$ cat config.mk
export PLATFORM = sky130hd
export DESIGN_NAME = chr_dispo_engine
export DESIGN_NICKNAME = d
export VERILOG_FILES = /design/src/rtl/cde_pkg.sv /design/src/rtl/cde_addr_gen.sv /design/src/rtl/cde_ctl_decode.sv /design/src/rtl/chr_dispo_engine.sv
export SDC_FILE = /design/constraint.sdc
export NUM_CORES = 1
export LEC_CHECK = 0
export BUFFER_PORTS_ARGS = -buffer_cell sky130_fd_sc_hd__buf_4
export CORE_ASPECT_RATIO = 1.5
export CORE_MARGIN = 10
export CORE_UTILIZATION = 46
export DETAILED_ROUTE_END_ITERATION = 8
export PLACE_DENSITY_LB_ADDON = 0.3
export SYNTH_ARGS = -nofsm -noshare
export SYNTH_HDL_FRONTEND = slang
export SYNTH_SLANG_ARGS = --single-unit
$ cat constraint.sdc
create_clock -name clk -period 2.75 [get_ports clk]
set_input_delay 0 -clock clk [delete_from_list [all_inputs] [get_ports clk]]
set_output_delay 0 -clock clk [all_outputs]
set_load 0.01 [all_outputs]
$ cat src/rtl/cde_pkg.sv
package cde_pkg;

   typedef enum logic [1:0] {
      ST_IDLE = 2'd0,
      ST_WAIT = 2'd1,
      ST_HOLD = 2'd2,
      ST_ESC  = 2'd3
   } cde_state_t;

   typedef struct packed {
      logic store;
      logic bcc;
      logic intr;
      logic expect_chk;
      logic send_chk;
      logic esc;
   } disp_flags_t;

   // control byte field positions shared by both directions
   localparam int unsigned RX_INTR_BIT  = 3;
   localparam int unsigned RX_STORE_BIT = 4;
   localparam int unsigned RX_BCC_BIT   = 5;
   localparam int unsigned RX_EXP_BIT   = 6;
   localparam int unsigned TX_ESC_BIT   = 3;
   localparam int unsigned TX_BCC_BIT   = 4;
   localparam int unsigned TX_SEND_BIT  = 5;

endpackage

$ cat src/rtl/cde_addr_gen.sv
module cde_addr_gen #(
   parameter int unsigned AW           = 18,
   parameter int unsigned MW           = 3,
   parameter int unsigned CW           = 8,
   parameter bit          BASE_ALIGNED = 1'b0
) (
   input  logic [AW-1:0] base,
   input  logic [MW-1:0] mode,
   input  logic [CW-1:0] code,
   output logic [AW-1:0] addr
);
   localparam int unsigned OFS_W = MW + CW;

   if (AW < OFS_W + 1) begin : g_bad_aw
      $error("cde_addr_gen: AW must exceed mode and code width");
   end

   if (BASE_ALIGNED) begin : g_concat
      // base assumed to be a multiple of the full table size
      assign addr = {base[AW-1:OFS_W], mode, code};
   end else begin : g_adder
      assign addr = base + AW'({mode, code});
   end

endmodule

$ cat src/rtl/cde_ctl_decode.sv
module cde_ctl_decode
   import cde_pkg::*;
#(
   parameter int unsigned MW = 3
) (
   input  logic [7:0]    ctl,
   input  logic          is_tx,
   input  logic          bypass,
   output disp_flags_t   flg,
   output logic [MW-1:0] nxt
);
   if (MW < 1 || MW > 3) begin : g_bad_mw
      $error("cde_ctl_decode: mode field holds 1 to 3 bits");
   end

   always_comb begin
      flg = '0;
      nxt = ctl[MW-1:0];
      if (bypass) begin
         flg.store = 1'b1;
         flg.bcc   = 1'b1;
         nxt       = '0;
      end else if (is_tx) begin
         flg.store    = 1'b1;
         flg.bcc      = ctl[TX_BCC_BIT];
         flg.send_chk = ctl[TX_SEND_BIT];
         flg.esc      = ctl[TX_ESC_BIT];
      end else begin
         flg.intr       = ctl[RX_INTR_BIT];
         flg.store      = ctl[RX_STORE_BIT];
         flg.bcc        = ctl[RX_BCC_BIT];
         flg.expect_chk = ctl[RX_EXP_BIT];
      end
   end

   // transmit dispositions never discard and never raise an interrupt
   always_comb begin
      if (is_tx && !bypass) begin
         assert_tx_store_R4: assert (flg.store && !flg.intr && !flg.expect_chk);
      end
   end

endmodule

$ cat src/rtl/chr_dispo_engine.sv
module chr_dispo_engine
   import cde_pkg::*;
#(
   parameter int unsigned AW           = 18,
   parameter int unsigned MW           = 3,
   parameter int unsigned CW           = 8,
   parameter bit          BASE_ALIGNED = 1'b0
) (
   input  logic          clk,
   input  logic          rst_n,
   input  logic          chr_valid,
   input  logic          chr_tx,
   input  logic [CW-1:0] chr_code,
   output logic          chr_ready,
   input  logic [AW-1:0] rx_base,
   input  logic [AW-1:0] tx_base,
   input  logic          rx_inhibit,
   input  logic          tx_inhibit,
   input  logic [CW-1:0] esc_char,
   output logic          mem_req_valid,
   output logic [AW-1:0] mem_req_addr,
   input  logic          mem_rsp_valid,
   input  logic [7:0]    mem_rsp_data,
   input  logic          host_resume,
   input  logic          host_ovr_valid,
   input  logic [7:0]    host_ovr_data,
   output logic          rx_intr,
   output logic          rx_paused,
   output logic [CW-1:0] hold_char,
   output logic [MW-1:0] rx_mode,
   output logic [MW-1:0] tx_mode,
   output logic          disp_valid,
   output logic          disp_tx,
   output logic [CW-1:0] disp_char,
   output logic          disp_store,
   output logic          disp_bcc,
   output logic          disp_expect_chk,
   output logic          disp_send_chk,
   output logic          disp_esc
);
   localparam int unsigned PAGE_ENTRIES = 1 << CW;

   if (PAGE_ENTRIES < 2) begin : g_bad_cw
      $error("chr_dispo_engine: CW must be at least 1");
   end

   cde_state_t    state;
   logic          cur_tx;
   logic [CW-1:0] cur_char;
   logic [7:0]    byte_q;
   logic [7:0]    ovr_q;
   logic          ovr_v;

   logic [MW-1:0] in_mode;
   logic [AW-1:0] in_base;
   logic [AW-1:0] fetch_addr;
   logic          inh_hit;
   logic [7:0]    dec_byte;
   logic          dec_tx;
   logic          dec_bypass;
   disp_flags_t   dec_flg;
   logic [MW-1:0] dec_nxt;

   logic          accept;
   logic          emit_data;
   logic          emit_esc;
   logic          go_hold;
   logic          upd_mode;
   logic [CW-1:0] emit_char;

   assign chr_ready = (state == ST_IDLE);
   assign rx_paused = (state == ST_HOLD);
   assign accept    = chr_valid && chr_ready;

   assign in_mode = chr_tx ? tx_mode : rx_mode;
   assign in_base = chr_tx ? tx_base : rx_base;
   assign inh_hit = (chr_tx ? tx_inhibit : rx_inhibit) && (in_mode == '0);

   cde_addr_gen #(
      .AW(AW), .MW(MW), .CW(CW), .BASE_ALIGNED(BASE_ALIGNED)
   ) u_addr (
      .base (in_base),
      .mode (in_mode),
      .code (chr_code),
      .addr (fetch_addr)
   );

   always_comb begin
      dec_byte   = mem_rsp_data;
      dec_tx     = cur_tx;
      dec_bypass = 1'b0;
      unique case (state)
         ST_IDLE: begin
            dec_tx     = chr_tx;
            dec_bypass = 1'b1;
         end
         ST_HOLD: dec_byte = host_ovr_valid ? host_ovr_data : (ovr_v ? ovr_q : byte_q);
         ST_ESC:  dec_byte = byte_q;
         default: dec_byte = mem_rsp_data;
      endcase
   end

   cde_ctl_decode #(.MW(MW)) u_dec (
      .ctl    (dec_byte),
      .is_tx  (dec_tx),
      .bypass (dec_bypass),
      .flg    (dec_flg),
      .nxt    (dec_nxt)
   );

   always_comb begin
      emit_data = 1'b0;
      emit_esc  = 1'b0;
      go_hold   = 1'b0;
      unique case (state)
         ST_IDLE: emit_data = accept && inh_hit;
         ST_WAIT: begin
            if (mem_rsp_valid) begin
               if (!cur_tx && dec_flg.intr)    go_hold   = 1'b1;
               else if (cur_tx && dec_flg.esc) emit_esc  = 1'b1;
               else                            emit_data = 1'b1;
            end
         end
         ST_HOLD: emit_data = host_resume;
         default: emit_data = 1'b1;
      endcase
      upd_mode  = emit_data && (state != ST_IDLE);
      emit_char = (state == ST_IDLE) ? chr_code : cur_char;
   end

   always_ff @(posedge clk or negedge rst_n) begin
      if (!rst_n) begin
         state           <= ST_IDLE;
         cur_tx          <= 1'b0;
         cur_char        <= '0;
         byte_q          <= '0;
         ovr_q           <= '0;
         ovr_v           <= 1'b0;
         rx_mode         <= '0;
         tx_mode         <= '0;
         hold_char       <= '0;
         rx_intr         <= 1'b0;
         mem_req_valid   <= 1'b0;
         mem_req_addr    <= '0;
         disp_valid      <= 1'b0;
         disp_tx         <= 1'b0;
         disp_char       <= '0;
         disp_store      <= 1'b0;
         disp_bcc        <= 1'b0;
         disp_expect_chk <= 1'b0;
         disp_send_chk   <= 1'b0;
         disp_esc        <= 1'b0;
      end else begin
         disp_valid    <= emit_data || emit_esc;
         rx_intr       <= go_hold;
         mem_req_valid <= 1'b0;

         if (accept) begin
            cur_tx   <= chr_tx;
            cur_char <= chr_code;
            if (!inh_hit) begin
               mem_req_valid <= 1'b1;
               mem_req_addr  <= fetch_addr;
               state         <= ST_WAIT;
            end
         end

         if (state == ST_WAIT && mem_rsp_valid) begin
            byte_q <= mem_rsp_data;
         end

         if (go_hold) begin
            hold_char <= cur_char;
            ovr_v     <= 1'b0;
            state     <= ST_HOLD;
         end

         if (state == ST_HOLD && host_ovr_valid) begin
            ovr_q <= host_ovr_data;
            ovr_v <= 1'b1;
         end

         if (emit_esc) begin
            disp_tx         <= 1'b1;
            disp_char       <= esc_char;
            disp_store      <= 1'b1;
            disp_bcc        <= 1'b0;
            disp_expect_chk <= 1'b0;
            disp_send_chk   <= 1'b0;
            disp_esc        <= 1'b1;
            state           <= ST_ESC;
         end

         if (emit_data) begin
            disp_tx         <= (state == ST_IDLE) ? chr_tx : cur_tx;
            disp_char       <= emit_char;
            disp_store      <= dec_flg.store;
            disp_bcc        <= dec_flg.bcc;
            disp_expect_chk <= dec_flg.expect_chk;
            disp_send_chk   <= dec_flg.send_chk;
            disp_esc        <= 1'b0;
            if (state != ST_IDLE) state <= ST_IDLE;
         end

         if (upd_mode) begin
            if (cur_tx) tx_mode <= dec_nxt;
            else        rx_mode <= dec_nxt;
         end
      end
   end

   // request is a single pulse and the engine is busy while it is out
   assert_req_pulse_R2: assert property (@(posedge clk) disable iff (!rst_n)
      mem_req_valid |=> !mem_req_valid);
   assert_busy_fetch_R2: assert property (@(posedge clk) disable iff (!rst_n)
      mem_req_valid |-> !chr_ready);

   // an escape strobe is followed at once by the data strobe
   assert_esc_then_data_R5: assert property (@(posedge clk) disable iff (!rst_n)
      (disp_valid && disp_esc) |=> (disp_valid && !disp_esc && disp_tx));

   // modes move only together with a disposition strobe
   assert_mode_stable_R6: assert property (@(posedge clk) disable iff (!rst_n)
      !disp_valid |-> ($stable(rx_mode) && $stable(tx_mode)));

   // interrupt parks the character, no strobe, no new character
   assert_intr_pause_R7: assert property (@(posedge clk) disable iff (!rst_n)
      rx_intr |-> (rx_paused && !disp_valid));
   assert_pause_block_R7: assert property (@(posedge clk) disable iff (!rst_n)
      rx_paused |-> !chr_ready);

   // inhibited lookup produces a plain-data strobe without a fetch
   assert_inhibit_R9: assert property (@(posedge clk) disable iff (!rst_n)
      (accept && inh_hit) |=> (!mem_req_valid && disp_valid && disp_store && disp_bcc));

endmodule

* Yosys cells after proc, flatten, opt, wreduce, memory -nomap -nowiden *
Cells that the tools add are included.

storage, ports and cells
  RAM bits = 0
  memories kept = 0
  output and inout bits = 51
  bits in latches = 0
  ROM bits = 0
  bits of input ports = 77
  flip-flop bits (word level) = 75
  word-level logic and storage cells = 90

operators by class
  $add $sub $neg = 1
  equality and inequality tests = 3
  order comparisons = 0
  bitwise gates (word level) = 2
  muxes and demuxes = 46
  $mul = 0
  div/mod/pow operators = 0
  shifts and indexed selects = 0
  reduce and logical (&&, ||, !) cells = 18

operator list
  cell                  number
  $mux W1               25
  $mux W8               3
  $mux W2               10
  $add A18 B11 Y18      1
  $mux W18              1
  $mux W7               2
  $pmux W7 S2           1
  $logic_and A1 B1 Y1   8
  $mux W3               2
  $reduce_and A2 Y1     3
  $reduce_bool A2 Y1    3
  $eq A2 B2 Y1 const B  2
  $mux W4               1
  $logic_not A3 Y1      1
  $pmux W1 S3           1
  $eq A2 B1 Y1 const B  1
  $logic_not A2 Y1      1
  $not A1 Y1            2
  $logic_not A1 Y1      1
  $logic_or A1 B1 Y1    1

* Logic depth before layout (Yosys ltp) *
Gate-level depths: netlist of the first run.

  depth after elaboration = 13
  gate-level depth with buffers = 11
  depth with buffers taken out = 8

* Hierarchy *
Synthesis of the first run repeated with hierarchy kept, for this count alone.

second synthesis, totals
  cell total of the unflattened synthesis = 412
  area, all modules = 4,688.2 um^2

modules (own cells, without submodules)
  module            times used  cells an instance  seq. area each (um^2)  area each (um^2)
  chr_dispo_engine  1           297                1,926.8                3,832.4
  cde_addr_gen      1           105                0.0                    773.2
  cde_ctl_decode    1           10                 0.0                    82.6

* Worst setup path after synthesis of the first run *
OpenSTA, ideal clock, no wires.

  path kind = input to register
  start point = input chr_tx
  end point = register mem_req_addr[14]
  data required time = 2.681 ns
  data arrival time = 2.626 ns
  slack = 0.055 ns
  stages = 10
  buffers on the path = 2
  library setup time = 0.069 ns
  cells stage by stage = buf_2 buf_2 mux2_2 ha_1 fa_1 a211oi_1 o21ai_0 o2111a_1 or4_1 nand3_1

between the ends
  longest elaborated chain between the ends = 5
  elaborated cells between the ends (all ways) = 8
  classes of those cells = add/sub: 1; mux: 3; bitwise: 1; reduce/logical: 3

ends and longest elaborated chain
  element                                                   RTL line                 source
  start: declaration                                        chr_dispo_engine.sv:12   input logic chr_tx,
  branches (longest 5 deep; another with $add A18 B11 Y18)  --
  end signal: assignment                                    chr_dispo_engine.sv:163  mem_req_addr <= fetch_addr;
  end: declaration                                          chr_dispo_engine.sv:21   output logic [AW-1:0] mem_req_addr,

Several ways; the timed one is not identified.
A chain may end at the register's enable or synchronous reset.

* Worst setup path after layout of the first run *
  start point = register rx_mode[0]
  end point = register mem_req_addr[13]

between the ends
  longest elaborated chain between the ends = 5
  elaborated cells between the ends (all ways) = 6
  classes of those cells = add/sub: 1; mux: 1; bitwise: 1; reduce/logical: 3

ends and longest elaborated chain
  element                                                   RTL line                 source
  start: declaration                                        chr_dispo_engine.sv:30   output logic [MW-1:0] rx_mode,
  start signal: assignment                                  chr_dispo_engine.sv:207  else rx_mode <= dec_nxt;
  $mux W3 *                                                 chr_dispo_engine.sv:75   assign in_mode = chr_tx ? tx_mode : rx_mode;
  branches (longest 4 deep; another with $add A18 B11 Y18)  --

Mark *: on every way between the ends.

==> run metrics, run 1 <==
status=finished, final reports clean; HPWL Detailed=~9200 um; largest net degree at the start of global routing=74; die area=between 10000 and 15000 sq um; worst skew pair latency=0.33 ns; count of state elements after synthesis=73; Pleak=roughly 2.7 nW; Post-Syn Area=roughly 4100 sq um; PwrDens=about 1000 nW/um^2; die width=~97 um; top_reg_cell synth=dfrtp_1; most frequent cell after synthesis=dfrtp_1; Setup-failing EPs final=0; critical path peak fanout=4; # rows=42; CP endpoint kind=register; CTS tree=yes; Tot GR Track Use=17.95%; io pins=between 100 and 150; fin crit period=between 2 and 2.5 ns; Die Span Y=~140 um; synth top area cells=dfrtp_1 (45%), mux2_2 (14%), nand2_1 (3.9%); CTS Sinks=73; Worst-path clk slew=about 0.06 ns; WP data arrival=2.63 ns; share of layout cells above drive strength 1=roughly 37%; syn avg cell area=about 10 sq um; Initial Utilization=between 40% and 50%; 1st-iter DRT viols=between 150 and 200; first-pass GRT wire length=around 19000 um; post-synthesis sequential area ratio=between 40% and 50%; Syn Nets=a little under 500; skew final=around 0.01 ns; Worst Path Required=2.98 ns; post-layout net count=~640; number of vias per cell=between 5 and 6; slowest CP cell=nor4_1; Hold WC Path Type=input port to register; Yosys top cell area share=44.70%; Final Hold Viols=0; Placer Congestion=around 0.87; CP delay by family, top=compound AO/OA/AOI/OAI gates; vias=around 3.7k; VDD IR max=~0.62 mV; Setup Fix Bufs, Post-CTS=0; core outline area=8776 sq um; synthesized instance count=between 300 and 400; clk buf depth=2; fin crit share=between 80 and 90%; CP Launch Type=register; Slew Limit Headroom=approximately 38%; ANT nets after route=0; P&R area growth vs syn=41.61%; CTS Buf Count=9; cell-internal power=3.785 mW; Crit path largest cell delay=0.44 ns; number of global-route vias before repair=around 3.8k; share of power burned in registers=32.8%; global route total overflow=0; Comb power frac=46.2%; cells along the critical path=mux2_2 -> ha_1 -> nand2_1 -> nor4_1 -> a211oi_2 -> o31a_1 -> o31ai_1; WL final=12180 um; WS Path Type=register to register; crit path buf inv count=0; Commonest cells post-synth=dfrtp_1 (73), mux2_2 (49), nand2_1 (42), a21oi_1 (28), o21ai_0 (28); MaxCap Viol Count=0; post-layout util=about two thirds; RSZ-0062 raised after global routing=false; H-tree Lvls=3; YS warnings=0; Port-buffer cells=approximately 120; ys async rst share=100.0%; Distinct cells, synth=between 50 and 60; Residual DRC=0; P_sw=between 2 and 2.5 mW; clock group share of total power=between 20% and 30%; worst slew pin tran=around 0.92 ns; # diodes=0; TNS Setup=0 ns; fmax=0.4163 GHz; CTS Root Cell=clkbuf_16; routed length per instance=approximately 18 um; final slew viol count=0; initial antenna violation count=0; FILL cells=693; largest area contributor in the netlist=dfrtp_1; number of synthesized flops with an enable pin=0; Sw Share=between 30% and 40%; First-pass DRT Iterations=4
-- per-layer routing --
metal	part of all wire [%]	wire length [um]	GRT usage (%)	vias up
met5	0	0	0	-
met4	2.0	243	7.730	0
met3	5.5	673	4.290	15
met2	56	6814	34.13	115
met1	37	4449	18.09	1781
li1	-	-	-	1780
-- logic make-up after synthesis --
group,count (synthesis),share of synthesized area [%]
simple gates,106,13.10
xor+xnor,9,1.929
fa+ha+maj,12,3.858
buf+inv,25,2.603
compound gates,109,17.12
flops,73,44.70
mux,62,16.69
-- layout by cell type, fill, tap and decap left out, types with 6 or more instances in the layout --
cell and count:
buf_4 137, dfrtp_1 73, mux2_2 49, nand2_1 42
dlygate4sd3_1 29, o21ai_0 28, a21oi_1 28, nor2_1 15
mux2i_1 13, a211oi_1 11, nor2b_1 11, ha_1 11
clkbuf_16 9, nor3_1 7, o211ai_1 7, a22oi_1 7
a21o_1 6
-- power by group through the flow --
stage                     Clock (mW)  Combinational [mW]  Sequential [mW]
after global routing            1.31                3.02             2.02
after CTS                       1.27                2.78             1.95
after floorplan                    0                1.45             2.05
final                           1.26                2.76             1.96
after global placement             0                2.66             1.94
after detailed placement           0                2.73             1.97
-- flip-flops by register name, summed over array words and instances, names as in the netlist, 2 cells and up --
name and cells:
byte_q 6, cur_char 8, disp_char 8, hold_char 8
mem_req_addr 18, ovr_q 6, rx_mode 3, state 2
tx_mode 3
-- worst paths after layout --
| path | startpoint | endpoint | slack, ns | cells past startpoint |
|---|---|---|---|---|
| min in group asynchronous | rst_n | disp_char[0] | 0.34 | 2 |
| max in group asynchronous | rst_n | ovr_q[5] | 1.80 | 2 |
| min | host_ovr_valid | ovr_q[4] | 0.03 | 3 |
| max reg2reg | rx_mode[0] | mem_req_addr[13] | 0.35 | 7 |
| min reg2reg | mem_req_addr[1] | mem_req_addr[1] | 0.48 | 2 |
| max | rx_mode[0] | mem_req_addr[13] | 0.35 | 7 |
-- stage by stage --
| stage | instance area [sq um] | instances | setup WS, ns | power [mW] | hold WS (ns) |
|---|---|---|---|---|---|
| 2_1_floorplan | 4086 | 396 | 0.05504 | 3.493 | -0.2956 |
| 3_3_place_gp | 5175 | 624 | 0.2539 | 4.595 | 0.1862 |
| 3_5_place_dp | 5175 | 624 | 0.2443 | 4.694 | 0.1988 |
| 4_1_cts | 5787 | 669 | 0.3406 | 6.002 | 0.01521 |
| 5_1_grt | 5787 | 669 | 0.1687 | 6.354 | 0.06198 |
| 6_report | 5787 | 669 | 0.3479 | 5.978 | 0.02846 |
-- worst register-to-register path, stage by stage, from the launching register on --
cell,delay (ns)
dfrtp_1,0.42
mux2_2,0.29
ha_1,0.37
nand2_1,0.10
nor4_1,0.44
a211oi_2,0.20
o31a_1,0.31
o31ai_1,0.19
-- area by class of cell --
class,instances,area [sq um],area share (%)
inverter,6,22.52,0.3892
multi-input combinational,298,2160,37.32
clock buffer,11,242.7,4.195
clock inverter,5,78.83,1.362
sequential,73,1827,31.57
tap,110,137.6,2.378
timing repair buffer,166,1319,22.79
-- what timing repair did --
action                                 in CTS  in global routing
endpoints found under the hold margin     101                  0
hold buffers                               29                  0
gates resized for setup                     0                  0
Power figures use the tool's default switching activity.
==> inputs of run 2 (changes only) <==
Settings changed: ABC_AREA set to 1.
==> run metrics, run 2 <==
wire length on met3=781 um (+16%); CTS Sinks=73 (unchanged); Distinct cells, synth=36 (-32%); critical path peak fanout=5 (+1); 1st-iter DRT viols=149 (-13%); PwrDens=982.8 nW/um^2 (-4.9%); Port-buffer cells=124 (unchanged); P&R area growth vs syn=36.38%; Initial Utilization=47.63% (+1.1 points); CTS Root Cell=clkbuf_16; YS warnings=0 (unchanged); Yosys top cell area share=43.18% (-1.5 points); ys async rst share=100.0% (unchanged); Pleak=3.093 nW (+15%); Post-DP Area=5225 sq um (+0.97%); Gates resized, CTS repair=0 (unchanged); skew final=0.005524 ns (-0.004564 ns); MaxCap Viol Count=0 (unchanged); Die Span Y=137.5 um (+1.5%); vias=4232 (+15%); post-layout util=64.96% (-0.98 points); CTS tree=yes; worst skew pair latency=0.33 ns (about the same); # rows=42 (unchanged); crit-path most repeated cell=nand2_1; Slew Limit Headroom=37.99% (-0.50 points); fmax=0.4526 GHz (+8.7%); Highest Signal Layer=met4; CP endpoint kind=register; HPWL Detailed=9655 um (+5.0%); WL final=12540 um (+3.0%); Crit path largest cell delay=0.40 ns (-0.04 ns); Worst-path clk slew=0.06 ns (about the same); number of vias per cell=4.979 (-9.8%); First-pass DRT Iterations=4 (unchanged); post-synthesis xor/xnor area fraction=1.449% (-0.48 points); WP data arrival=2.43 ns (-0.20 ns); top_reg_cell synth=dfrtp_1; ANT nets after route=0 (unchanged); largest area contributor in the netlist=dfrtp_1; synthesized instance count=585 (+48%); fin crit share=80.35% (-7.0 points); syn avg cell area=7.231 sq um (-30%); Biggest register=mem_req_addr; Hold WC Path Type=input port to register; share of layout cells above drive strength 1=22.70% (-14 points); Synth Area in Adders=3.727% (-0.13 points); # diodes=0 (unchanged); cells along the critical path=o21ai_1 -> inv_1 -> ha_1 -> a21oi_1 -> a21boi_0 -> nand3_1 -> nand2_1 -> nand2_1 -> nand3_1 -> nand2_1; clk buf depth=2 (unchanged); largest net degree at the start of global routing=74 (unchanged); M1 WL=4907 um (+10%); slowest CP cell=o21ai_1; CP Launch Type=register; most frequent cell after synthesis=nand2_1; VDD IR max=0.5796 mV (-6.4%); Placer Congestion=0.8631 (-0.85%); hold slack=0.009521 ns (-0.01894 ns); status=finished, final reports clean; synth top area cells=dfrtp_1 (43%), nand2_1 (22%), inv_1 (4.3%); CTS Hold Bufs=27 (-6.9%); Setup Fix Bufs, Post-CTS=0 (unchanged); dpl ws=0.5613 ns (+0.3170 ns); H-tree Lvls=3 (unchanged); Residual DRC=0 (unchanged); worst slew pin tran=0.9302 ns (+0.007539 ns); Setup-failing EPs final=0 (unchanged); commonest non-fill, non-tap cell in the layout=nand2_1; WS Path Type=register to register; met2 WL=6359 um (-6.7%); design area=5769 sq um (-0.30%); post-synthesis sequential area ratio=43.18% (-1.5 points); core outline area=8881 sq um (+1.2%); CTS Buf Count=9 (unchanged); global route total overflow=0 (unchanged); die area=13510 sq um (+2.9%); Simple-Gate Fraction of Synth Area=32.51% (+19 points); Tot GR Track Use=18.44% (+0.50 points); most frequent cells in the layout=nand2_1 (244), buf_4 (128), dfrtp_1 (73), inv_1 (48), o21ai_0 (34); compound-gate portion of the synthesized area=11.62% (-5.5 points); RSZ-0062 raised after global routing=false; post-layout net count=824 (+28%); final setup margin=0.5404 ns (+0.1925 ns); number of synthesized flops with an enable pin=0 (unchanged); die width=98.30 um (+1.4%); mux cell area share after synthesis=0% (-17 points); Syn Nets=674 (+39%); initial antenna violation count=0 (unchanged); count of state elements after synthesis=73 (unchanged); largest family of logic cells by synthesized area=simple AND/OR/NAND/NOR gates; Final Hold Viols=0 (unchanged); Commonest cells post-synth=nand2_1 (244), dfrtp_1 (73), inv_1 (48), o21ai_0 (34), nor2_1 (33); routed length per instance=14.76 um (-19%); number of global-route vias before repair=4430 (+16%); TNS Setup=0 ns (unchanged); Worst Path Required=2.97 ns (about the same); max reg flops=18 (unchanged); fin crit period=2.210 ns (-0.1925 ns); first-pass GRT wire length=20560 um (+6.8%); final slew viol count=0 (unchanged); io pins=128 (unchanged); Post-Syn Area=4230 sq um (+3.5%)
run 2: cell types whose count changed in the layout (fill, tap and decap cells not counted), sizes merged, moves of 7 or more:
cell / delta
a22oi: -7
o211ai: -7
nand3: +24
mux2: -49
a21oi: -7
o21ai: +32
nor2b: -11
a211oi: -11
buf: -9
nand2: +207
inv: +52
mux2i: -13
nor2: +22
run 2: metal layers:
layer  vias up  global-route usage (%)
met4         0                   9.824
met2       124                   33.35
met1      1915                   19.09
met3        35                   4.764
li1       2158                       -
met5         -                       0
run 2: per-stage QoR:
step	cells	power, mW
after global routing	850	6.145
final	850	5.670
after global placement	807	4.485
after floorplan	585	3.544
after CTS	850	5.705
after detailed placement	807	4.581
run 2: path summary, 6_finish.rpt:
| kind | start | to | slack, ns | cells after the start |
|---|---|---|---|---|
| min in group asynchronous | rst_n | ovr_q[6] | 0.35 | 2 |
| hold reg to reg | hold_char[1] | hold_char[1] | 0.47 | 2 |
| hold / removal | chr_code[1] | cur_char[1] | 0.01 | 3 |
| setup reg to reg | rx_mode[2] | mem_req_addr[15] | 0.54 | 10 |
| setup / recovery | rx_mode[2] | mem_req_addr[15] | 0.54 | 10 |
| max in group asynchronous | rst_n | disp_char[1] | 1.80 | 2 |
run 2: worst max-delay path, delay by kind of cell, from the launching register on:
kind / cells / cell delay, ns
buffers and inverters: 1 / 0.10
AO/OA/AOI/OAI: 3 / 0.85
AND/OR/NAND/NOR: 5 / 0.40
flip-flops: 1 / 0.39
adder cells (fa/ha/maj): 1 / 0.37
run 2: cells by family (layout without fill, tap and decap cells):
kind of cell | after synthesis | in the layout
adders and majority gates | 12 | 12
DFF | 73 | 73
and+or+nand+nor | 330 | 330
xor gates and xnor gates | 7 | 7
AOI/OAI and AO/OA | 90 | 90
buffers and inverters | 73 | 228
run 2: power by group:
part           switching (mW)  internal, mW  total (mW)  leakage [nW]
Combinational            1.56          1.11        2.68          2.05
Clock                   0.449         0.632        1.08         0.135
Sequential              0.328          1.58        1.91         0.908
Total                    2.34          3.33        5.67          3.09
run 2: cell type report:
type	instances	area (sq um)
Multi-Input combinational cell	439	2086
Clock buffer	11	242.7
Tap cell	110	137.6
Inverter	57	214.0
Fill cell	791	3112
Clock inverter	5	31.28
Timing Repair Buffer	155	1231
Sequential cell	73	1827
==> inputs of run 3 (changes only) <==
Settings changed: ABC_AREA 1 to 0.
Clock period 2.75 ns to 1.9 ns, I/O delays scaled along.
==> run metrics, run 3 (same netlist as run 1, synthesis figures left out) <==
CTS tree=yes; WS Path Type=register to register; status=complete, but fails checks; CP Launch Type=register; Residual DRC=0 (unchanged); core outline area=8776 sq um (-1.2%); multi-input logic area=2431 sq um (+17%); CP endpoint kind=register; fin crit share=113.0% (+33 points); Die Span Y=135.4 um (-1.5%); commonest non-fill, non-tap cell in the layout=buf_4; H-tree Lvls=3 (unchanged); critical path peak fanout=3 (-2); Tot GR Track Use=19.35% (+0.91 points); Worst Path Required=2.15 ns (-0.82 ns); 1st-iter DRT viols=196 (+32%); worst slew pin tran=0.4966 ns (-0.4336 ns); RSZ-0062 raised after global routing=true; max reg flops=18 (unchanged); Final Hold Viols=0 (unchanged); most frequent cells in the layout=buf_4 (182), dfrtp_1 (73), mux2_2 (44), nand2_1 (40), dlygate4sd3_1 (28); Hold WC Path Type=input port to register; HPWL Detailed=9947 um (+3.0%); Port-buffer cells=124 (unchanged); die area=13130 sq um (-2.8%); worst skew pair latency=0.33 ns (about the same); clk buf depth=2 (unchanged); First-pass DRT Iterations=5 (+1); Worst-path clk slew=0.06 ns (about the same); initial antenna violation count=0 (unchanged); skew final=0.004964 ns (-0.0005605 ns); Placer Congestion=0.8779 (+1.7%); vias=4027 (-4.8%); WP data arrival=2.40 ns (-0.03 ns); routed length per instance=19.30 um (+31%); FILL cells=596 (-25%); Setup-failing EPs final=7 (+7); post-layout net count=691 (-16%); CTS Sinks=73 (unchanged); number of global-route vias before repair=4245 (-4.2%); fmax=0.4657 GHz (+2.9%); VDD IR max=0.8304 mV (+43%); non-filler cells in the finished layout=717 (-16%); io pins=128 (unchanged); Slew Limit Headroom=66.75% (+29 points); global route total overflow=0 (unchanged); share of layout cells above drive strength 1=47.94% (+25 points); largest net degree at the start of global routing=42 (-43%); dpl ws=-0.4475 ns (-1.009 ns); P&R area growth vs syn=57.62%; fin crit period=2.147 ns (-0.06238 ns); PwrDens=1519 nW/um^2 (+55%); # diodes=0 (unchanged); Initial Utilization=46.56% (-1.1 points); ANT nets after route=0 (unchanged); Biggest register=mem_req_addr; CTS Root Cell=clkbuf_16; # rows=42 (unchanged); die width=96.96 um (-1.4%); reg2reg setup slack=-0.25 ns (-0.79 ns); first-pass GRT wire length=20950 um (+1.9%); TNS Setup=-1.220 ns (-1.220 ns); WL final=13840 um (+10%); final setup margin=-0.2472 ns (-0.7876 ns); Post-Place Cells=658 (-18%); register area=1827 sq um (unchanged); Pleak=3.003 nW (-2.9%); MaxCap Viol Count=0 (unchanged); number of vias per cell=5.616 (+13%); final slew viol count=0 (unchanged); violated checks=negative setup slack; CTS Buf Count=9 (unchanged)
[run 3: changes by cell type in the layout (fill, tap and decap cells not counted), moves of 19 or more]
| cell | before | now |
|---|---|---|
| nand2_1 | 244 | 40 |
| o21ai_1 | 25 | 3 |
| buf_4 | 128 | 182 |
| mux2_2 | 0 | 44 |
| inv_1 | 48 | 5 |
| nor2_1 | 33 | 14 |
| nand3_1 | 28 | 3 |
[run 3: final timing paths]
| check | start | to | cells past startpoint |
|---|---|---|---|
| min in group asynchronous | rst_n | rx_intr | 2 |
| setup reg to reg | rx_mode[0] | mem_req_addr[17] | 7 |
| hold / removal | chr_code[0] | mem_req_addr[0] | 4 |
| hold reg to reg | mem_req_addr[0] | mem_req_addr[0] | 2 |
| setup / recovery | rx_mode[0] | mem_req_addr[17] | 7 |
| max in group asynchronous | rst_n | mem_req_addr[13] | 3 |
[run 3: layout make-up]
cell class,count,share of cell area [%]
Clock inverter,5,1.224
Timing Repair Buffer,214,26.40
Clock buffer,11,3.768
Multi-Input combinational cell,298,37.74
Inverter,6,0.3691
Tap cell,110,2.137
Sequential cell,73,28.36
[run 3: timing repair]
item,in CTS,in global routing
cloned,0,2
pin swaps,8,13
setup buffers,6,7
hold buffers,28,0
endpoints found under the setup margin,16,23
endpoints found under the hold margin,59,0
resized for setup,26,31
[run 3: critical path, cell delays in order, from the launching register on]
cell and delay [ns]:
dfrtp_1 0.39, mux2_4 0.29, ha_4 0.29, nand2_4 0.05, nor4_4 0.32, a21oi_2 0.10
or4_1 0.53, o211ai_1 0.09
[run 3: stage by stage]
| stage | utilization (%) | instance area, sq um | hold slack (ns) | total power, mW |
|---|---|---|---|---|
| 2_1_floorplan | - | 4146 | -0.2956 | 5.083 |
| 3_3_place_gp | 62.40 | 5477 | -0.02947 | 6.950 |
| 3_5_place_dp | 62.40 | 5477 | -0.02362 | 7.101 |
| 4_1_cts | 71.13 | 6242 | 0.0001106 | 9.373 |
| 5_1_grt | 73.40 | 6441 | 0.03745 | 10.38 |
| 6_report | 73.40 | 6441 | 0.02620 | 9.784 |
[run 3: report_power, final]
group / internal (mW) / leakage, nW / switching, mW
logic: 2.62 / 1.97 / 2.50
registers: 2.33 / 0.873 / 0.490
clock network: 1.18 / 0.159 / 0.657
[run 3: routing by layer]
layer / GRT usage, % / vias to the layer above / part of all wire (%)
met3: 5.158 / 19 / 5.1
met4: 6.168 / 0 / 1.8
met1: 18.84 / 2010 / 36
met2: 38.19 / 115 / 57
li1: - / 1883 / -
met5: 0 / - / 0
